[config.mk]
export PLATFORM = sky130hd
export DESIGN_NAME = xor_target_sel
export DESIGN_NICKNAME = d
export VERILOG_FILES = /design/src/rtl/xor_target_sel.sv
export SDC_FILE = /design/constraint.sdc
export NUM_CORES = 1
export LEC_CHECK = 0
export ABC_AREA = 1
export CELL_PAD_IN_SITES_DETAIL_PLACEMENT = 1
export CELL_PAD_IN_SITES_GLOBAL_PLACEMENT = 2
export CORE_MARGIN = 2
export CORE_UTILIZATION = 30
export CTS_BUF_LIST = sky130_fd_sc_hd__clkbuf_8 sky130_fd_sc_hd__clkbuf_16
export CTS_CLUSTER_DIAMETER = 100
export DETAILED_ROUTE_END_ITERATION = 16
export DONT_BUFFER_PORTS = 1
export GPL_TIMING_DRIVEN = 0
export PLACE_DENSITY = 0.8
export REMOVE_ABC_BUFFERS = 1
export SLEW_MARGIN = 10
export SYNTH_ARGS = -nofsm -noshare
export SYNTH_HDL_FRONTEND = slang
export SYNTH_SLANG_ARGS = --single-unit
[constraint.sdc]
create_clock -name clk -period 10.1 [get_ports clk]
set_input_delay 0.505 -clock clk [delete_from_list [all_inputs] [get_ports clk]]
set_output_delay 0.505 -clock clk [all_outputs]
set_load 0.05 [all_outputs]
[src/rtl/xor_target_sel.sv]
module xor_target_sel #(
  parameter int AW = 52
) (
  input  logic             clk,
  input  logic             rst_n,
  input  logic             in_valid,
  input  logic [AW-1:0]    in_addr,
  input  logic [1:0]       cfg_mode,
  input  logic [3:0]       cfg_eiw,
  input  logic [2:0]       cfg_eig,
  input  logic [AW-1:0]    cfg_base,
  input  logic [AW-1:0]    cfg_size,
  input  logic [4*AW-1:0]  cfg_xmap,
  output logic             out_valid,
  output logic [3:0]       out_target,
  output logic             out_hit,
  output logic             out_err
);
  localparam int NM    = 4;
  localparam int TW    = 4;
  localparam int ALIGN = 28;
  localparam int DW    = (AW + 1) / 2;

  function automatic logic [1:0] mod3(input logic [AW-1:0] v);
    logic [2*DW-1:0] w;
    logic [7:0]      acc;
    w   = (2*DW)'(v);
    acc = '0;
    for (int j = 0; j < DW; j++) acc = acc + 8'(w[2*j +: 2]);
    acc = 8'(acc[1:0]) + 8'(acc[3:2]) + 8'(acc[5:4]) + 8'(acc[7:6]);
    acc = 8'(acc[1:0]) + 8'(acc[3:2]) + 8'(acc[5:4]) + 8'(acc[7:6]);
    return 2'(acc >= 8'd6 ? acc - 8'd6 : acc >= 8'd3 ? acc - 8'd3 : acc);
  endfunction

  logic          x3, one_way, ways_ok, cfg_err, in_win;
  logic [2:0]    p;
  logic [4:0]    gs;
  logic [AW-1:0] s, xmask;
  logic [TW-1:0] lowmask, par, tgt_mod, tgt_xor, tgt;
  logic [1:0]    m3_mod, m3_xor;

  assign x3      = (cfg_eiw == 4'd8) || (cfg_eiw == 4'd9) || (cfg_eiw == 4'd10);
  assign one_way = (cfg_eiw == 4'd0);
  assign ways_ok = (cfg_eiw <= 4'd4) || x3;
  assign p       = x3 ? 3'(cfg_eiw - 4'd8) : 3'(cfg_eiw);
  assign gs      = one_way ? 5'd8 : 5'd8 + 5'(cfg_eig);

  assign cfg_err = (cfg_mode > 2'd1) || !ways_ok || (!one_way && cfg_eig == 3'd7)
                 || (|cfg_base[ALIGN-1:0]) || (|cfg_size[ALIGN-1:0]);

  assign in_win  = (in_addr >= cfg_base)
                 && (({1'b0, in_addr} - {1'b0, cfg_base}) < {1'b0, cfg_size});

  assign s       = in_addr >> gs;
  assign lowmask = 4'((5'd1 << p) - 5'd1);
  assign m3_mod  = mod3(s >> p);
  assign xmask   = ~((AW'(1) << (5'(cfg_eiw) + 5'(cfg_eig))) - AW'(1));
  assign m3_xor  = mod3(in_addr & xmask);

  for (genvar i = 0; i < NM; i++) begin : g_par
    assign par[i] = ^(in_addr & cfg_xmap[i*AW +: AW]);
  end

  assign tgt_mod = (TW'(s) & lowmask) | (x3 ? TW'(m3_mod) << p : '0);
  assign tgt_xor = (par & lowmask)    | (x3 ? TW'(m3_xor) << p : '0);
  assign tgt     = one_way ? '0 : (cfg_mode == 2'd0) ? tgt_mod : tgt_xor;

  always_ff @(posedge clk) begin
    if (!rst_n) begin
      out_valid  <= 1'b0;
      out_target <= '0;
      out_hit    <= 1'b0;
      out_err    <= 1'b0;
    end else begin
      out_valid <= in_valid;
      if (in_valid) begin
        out_err    <= cfg_err;
        out_hit    <= in_win && !cfg_err;
        out_target <= (in_win && !cfg_err) ? tgt : '0;
      end
    end
  end

  AST_VALID_FOLLOWS: assert property (@(posedge clk) disable iff (!rst_n)
    in_valid |=> out_valid);
  AST_NO_SPURIOUS: assert property (@(posedge clk) disable iff (!rst_n)
    !in_valid |=> !out_valid);
  AST_ONE_WAY_ZERO: assert property (@(posedge clk) disable iff (!rst_n)
    out_valid && out_hit && $past(cfg_eiw) == 4'd0 |-> out_target == '0);
  AST_THREE_WAY_RANGE: assert property (@(posedge clk) disable iff (!rst_n)
    out_valid && out_hit && $past(cfg_eiw) == 4'd8 |-> out_target < 4'd3);
  AST_BAD_MODE: assert property (@(posedge clk) disable iff (!rst_n)
    out_valid && $past(cfg_mode) > 2'd1 |-> out_err);
  AST_ERR_QUIET: assert property (@(posedge clk) disable iff (!rst_n)
    out_err |-> !out_hit && out_target == '0);
endmodule

### Word-level counts from Yosys, hierarchy flattened

Cells that the tools add are included.

* $add $sub $neg: 72
* div/mod/pow operators: 0
* mux-type cells: 11
* equality and inequality tests: 4
* order comparisons: 8
* reductions and logical operators: 21
* shift-type cells: 6
* bitwise operators: 10
* $mul: 0

Operators with widths (number)
* 8-bit by 2-bit adder with 8-bit output: 38
* 52-bit bitwise AND: 5
* 52-bit XOR reduction: 4
* 28-bit OR reduction: 2
* 53-bit by 52-bit less-than comparator with 1-bit output: 1
* 52-bit by 52-bit subtractor with 53-bit output: 1
* 52-bit greater-or-equal comparator: 1
* 52-bit NOT: 1
* 1-bit by 5-bit left shift with 52-bit output (first input constant): 1
* 52-bit by 3-bit right shift with 52-bit output: 1
* 52-bit by 5-bit right shift with 52-bit output: 1
* 52-bit by 2-bit subtractor with 52-bit output (second input constant): 1
* 4-bit by 2-bit adder with 5-bit output: 4
* 4-bit two-way mux: 5
* 2-bit by 2-bit adder with 3-bit output: 6
* 3-bit by 2-bit adder with 4-bit output: 4
* 7-bit by 2-bit adder with 8-bit output: 2
* 6-bit by 2-bit adder with 7-bit output: 2
* 5-bit by 2-bit adder with 6-bit output: 2
* 4-bit equality test (second input constant): 3
* 4-bit by 1-bit adder with 5-bit output (second input constant): 2
* 5-bit by 2-bit greater-or-equal comparator with 1-bit output (second input constant): 2
* 5-bit by 3-bit greater-or-equal comparator with 1-bit output (second input constant): 2
* 3-bit by 1-bit adder with 4-bit output: 2
* other kinds (20): 39

* output and inout port bits: 7
* word-level logic and storage cells: 136
* memories kept: 0
* bits in latches: 0
* bits in read-only memories: 0
* register bits after elaboration: 7
* bits of input ports: 376
* memory bits (writable): 0

### Depth between registers and ports, before layout

* depth in word-level cells: 45
* depth in mapped cells: 57
* mapped depth without buffers: 56

### Worst setup path after synthesis

Ideal clock, no wire load.

* path kind: input to register
* start point: input port cfg_eiw[1]
* end point: register out_target[1]
* path slack: -0.791 ns
* stages: 56
* library setup time: 0.070 ns
* buffers on the path: 3
* arrival: 10.821 ns
* required time: 10.030 ns
* cell sequence: buf_6 clkinv_1 clkbuf_1 fa_1 or2_1 nand2_2 inv_2 nor3_1 nand3_1 ha_1 inv_1 nor2_2 nand2_2 nor2_4 nand2_1 nor2_2 inv_2 buf_4 (+20 left out) inv_1 fa_1 inv_1 ha_1 fa_1 ha_1 inv_1 nand3_1 nand2_1 xnor2_1 nand2_1 o21ai_0 nand2_1 nand2_1 inv_1 nand2_1 nand3_1 a21oi_1

* longest elaborated chain between the ends: 45
* elaborated cells between the ends (all ways): 114
* classes of those cells: add/sub: 70; order compare: 5; eq/ne: 3; shift: 6; mux: 11; bitwise: 6; reduce/logical: 13

RTL lines
* start, declared: RTL line 9 `input logic [3:0] cfg_eiw,`
* 4-bit by 3-bit adder with 5-bit output or 4-bit equality test (tied branches): RTL line 57, 42
* 1-bit by 5-bit left shift with 52-bit output or 1-bit logical OR (tied branches): RTL line 57, 42
* 52-bit by 2-bit subtractor with 52-bit output or 1-bit logical OR (tied branches): RTL line 57, 42
* 52-bit NOT or 3-bit two-way mux (tied branches): RTL line 57, 45
* 52-bit bitwise AND or 52-bit by 3-bit right shift with 52-bit output (tied branches): RTL line 58, 56
* 2-bit by 2-bit adder with 3-bit output: RTL line 29 `for (int j = 0; j < DW; j++) acc = acc + 8'(w[2*j +: 2]);`
* 3-bit by 2-bit adder with 4-bit output: RTL line 29
* 4-bit by 2-bit adder with 5-bit output: RTL line 29
* (+27 left out)
* 4-bit by 1-bit adder with 5-bit output: RTL line 31 `acc = 8'(acc[1:0]) + 8'(acc[3:2]) + 8'(acc[5:4]) + 8'(acc[7:6]);`
* 5-bit by 2-bit greater-or-equal comparator with 1-bit output or 2-bit subtractor (tied branches): RTL line 32 `return 2'(acc >= 8'd6 ? acc - 8'd6 : acc >= 8'd3 ? acc - 8'd3 : acc);`
* 2-bit two-way mux (2 in a row): RTL line 32
* 2-bit by 3-bit left shift with 4-bit output (on tied branches): RTL line 65, 64
* 4-bit two-way mux (on tied branches): RTL line 65, 64
* 4-bit OR (on tied branches): RTL line 65, 64
* 4-bit two-way mux (2 in a row): RTL line 66 `assign tgt = one_way ? '0 : (cfg_mode == 2'd0) ? tgt_mod : tgt_xor;`
* 4-bit two-way mux *: RTL line 79 `out_target <= (in_win && !cfg_err) ? tgt : '0;`
* end signal, assigned: RTL line 79
* end, declared: RTL line 15 `output logic [3:0] out_target,`

Every way passes the cells marked *; elsewhere a longest branch is shown, timed or not.
A chain may end at the register's enable or synchronous reset.

### Final worst setup path

* start point: input port cfg_eiw[0]
* end point: register out_target[3]

Same word-level chain as after synthesis.

==> summary.md <==
| Metric | Value |
|---|---|
| CTS Buffer Depth | 2 |
| Starting density of the core | 30.5% |
| Worst-path clk slew | approximately 0.06 ns |
| Netlist Area Pre-Place | about 18,000 sq um |
| Die W | 247 um |
| Crit path max-delay family | adder cells |
| CP max FO | roughly 50 |
| Critical path class | input port to flop |
| DR vias | 20,388 |
| Syn Area/Cell | 5.39 sq um |
| Proportion of layout cells with a drive suffix above 1 | 7.42% |
| CTS Sinks | 7 |
| Buf+Inv Stages, Crit Path | 27 |
| CTS tree | built |
| Cell count after placement | between 3,000 and 4,000 |
| Floorplan Core Area | approximately 58,000 sq um |
| Final Hold Vio Count | 0 |
| Die area | about 61,000 sq um |
| Fin cells | between 4,000 and 5,000 |
| Max_slew headroom | 27.5% |
| First-pass GRT wire length | about 110 mm |
| Tcrit/Tclk final | 106% |
| Hold WC Path Type | input port to flop |
| CP max stage cell | fa_1 |
| Synthesis-to-finish area growth | 10.4% |
| Total CTS buffers | 3 |
| Setup TNS | -2.31 ns |
| First-pass DRT Iterations | 9 |
| Worst r2r src | out_err |
| IO Pins | around 380 |
| GP Congestion | between 0.9 and 1 |
| H-tree level count | 1 |
| Pin count of the biggest net entering global routing | 82 |
| Reg2Reg Depth | 2 |
| DRC viols | 0 |
| Max-cap violations | 0 |
| CP arrival | 10.83 ns |
| Post-synthesis sequential area ratio | less than 1% |
| Clk_lat worst skew | approximately 0.26 ns |
| Hold_sp | in_valid |
| Unrepaired setup endpoints after global routing | yes |
| Nets@finish | around 3,900 |
| Initial antenna violation count | 8 |
| Die Span Y | 247 um |
| DRT antenna net count | 0 |
| Post-synth EDFFs | 0 |
| Max Clock Freq | a little over 0.09 GHz |
| Worst setup margin | -0.603 ns |
| YS warnings | 0 |
| Dpl hpwl | around 63 mm |
| CP endpoint kind | flop |
| Flop2flop setup slack | 8.96 ns |
| Initial drt markers | between 800 and 900 |
| Startpoint Class | input port |
| CTS Hold Bufs | 0 |
| Synth async-reset ratio | 0% |
| Total gr overflow | 0 |
| Vias in the first global route | a little over 20,000 |
| Final period demand of the worst path | between 10 and 15 ns |
| Min-Delay Path Depth | 2 |
| Status | finished, violations left |
| Most used cell, CP | buf_4 |
| Cell area after layout | between 15,000 and 20,000 sq um |
| Filler cells | 8,038 |
| CP required | slightly above 10 ns |
| Via-per-instance ratio | between 5 and 6 |
| Post-DP Area | about 18,000 sq um |
| GRT Util Overall | between 20% and 30% |
| Crit Reg-Reg Endpoint | out_err |
| Num rows | just under 90 |
| Worst Hold Endpoint | out_valid |
| Failing checks | setup timing |
| Slew Viols, Final | 0 |
| Unique masters post-synth | 60 |
| DRT Wirelength | approximately 76 mm |
| Main synth FF type | dfxtp_1 |
| Clk_skew | 0 ns |
| FF+latch count, synth | 7 |
| Root buffer cell | clkbuf_16 |
| Slew @ Worst Pin | between 1 and 1.5 ns |
| Wire per inst | ~19 um |
| Crit path largest cell delay | ~0.58 ns |
| Post-Synthesis Cells | ~3,300 |
| Endpoints failing setup | 4 |
| Buffers added on ports | 0 |
## cells in the mapped netlist (11+ instances only)
| master | instances | area share (%) |
|---|---|---|
| buf_6 | 11 | 0.70 |
| nor2_1 | 129 | 2.7 |
| nand2_1 | 1416 | 30 |
| o21ai_0 | 106 | 3.0 |
| o21bai_1 | 18 | 0.76 |
| inv_2 | 14 | 0.30 |
| nand3_1 | 144 | 4.1 |
| nand4_1 | 27 | 0.96 |
| o21ai_2 | 15 | 0.74 |
| nor3_1 | 16 | 0.45 |
| fa_1 | 93 | 11 |
| ha_1 | 154 | 11 |
| mux2i_1 | 14 | 0.79 |
| o21ai_1 | 147 | 4.2 |
| a21o_1 | 12 | 0.51 |
| clkbuf_1 | 37 | 0.79 |
| xor2_1 | 90 | 4.5 |
| a31oi_1 | 15 | 0.53 |
| inv_1 | 501 | 11 |
| a21oi_1 | 118 | 3.3 |
| xnor2_1 | 77 | 3.8 |
| buf_2 | 21 | 0.59 |
## what timing repair did
item | 4_1_cts | 5_1_grt
resized for setup | 87 | 80
setup buffers | 35 | 35
setup endpoints to repair | 4 | 4
cloned | 3 | 5
pin swaps | 58 | 67
## layer usage
layer,global-route usage [%],share of wire (%),up-vias
met1,30.7,44,9638
met5,0,0.11,-
met2,42.7,49,403
li1,-,-,10232
met3,2.92,4.2,103
met4,5.30,2.8,12
## worst reg2reg max path, stage by stage (launching register included)
cell,delay (ns)
dfxtp_1,0.72
o21ai_0,0.19
a31oi_1,0.15
## sequential cells by signal (all words and copies together), names as in the netlist
register    cells
out_target      4
out_hit         1
out_err         1
out_valid       1
## how the worst max path moves through the flow
stage / slack, ns / endpoint / cells past startpoint / startpoint
after global placement: -2.99 / out_target[1] / 51 / cfg_eiw[1]
after global routing: -1.07 / out_target[3] / 52 / cfg_eiw[1]
after floorplan: -1.29 / out_target[1] / 51 / cfg_eiw[1]
final: -0.60 / out_target[3] / 63 / cfg_eiw[0]
after CTS: -0.54 / out_target[1] / 53 / cfg_eiw[0]
after detailed placement: -3.09 / out_target[1] / 51 / cfg_eiw[1]
## cell usage in the layout (no fill, tap or decap), types with 8 or more instances in the layout
master,count
nor3_1,12
nor2_1,123
o21ai_0,94
buf_4,63
fa_2,16
inv_1,484
nand3_1,134
o21ai_2,22
nand3_2,8
nand4_1,27
a31oi_1,15
ha_1,144
nor2_4,9
a21o_1,12
o211ai_1,9
o21ai_1,151
inv_2,23
mux2i_1,14
xnor2_1,76
fa_1,77
nand2_2,16
ha_4,9
nand2_1,1400
o21bai_1,18
xor2_1,88
a21oi_1,112
## final cells by class
class | instances | area, sq um | area share, %
repair inverters | 4 | 31.3 | 0.160
clock buffers | 3 | 75.1 | 0.385
diodes | 2 | 5.00 | 0.0256
well taps | 765 | 957 | 4.91
multi-input cells | 2673 | 15700 | 80.5
repair buffers | 70 | 574 | 2.94
inverters | 519 | 2030 | 10.4
flip-flops and latches | 7 | 140 | 0.718
clock inverters | 1 | 3.75 | 0.0192
## logic make-up after synthesis
kind of cell	after synthesis	synth area share [%]
and+or+nand+nor	1775	40.3
buffers and inverters	603	13.7
AOI/OAI and AO/OA	465	14.6
adders and majority gates	247	21.4
xor gates and xnor gates	167	8.28
muxes	15	0.857
DFF	7	0.793
## stage by stage
stage                     setup slack [ns]  util, %  hold slack (ns)
after detailed placement             -3.09     31.4            0.607
final                               -0.603     33.7            0.343
after global routing                 -1.07     33.7            0.359
after global placement               -2.99     31.4            0.601
after floorplan                      -1.29        -            0.598
after CTS                           -0.536     32.6            0.342
Power is left out: the tool's default activity adds up to more than one toggle a clock period on the data nets, which glitch-free logic cannot reach.
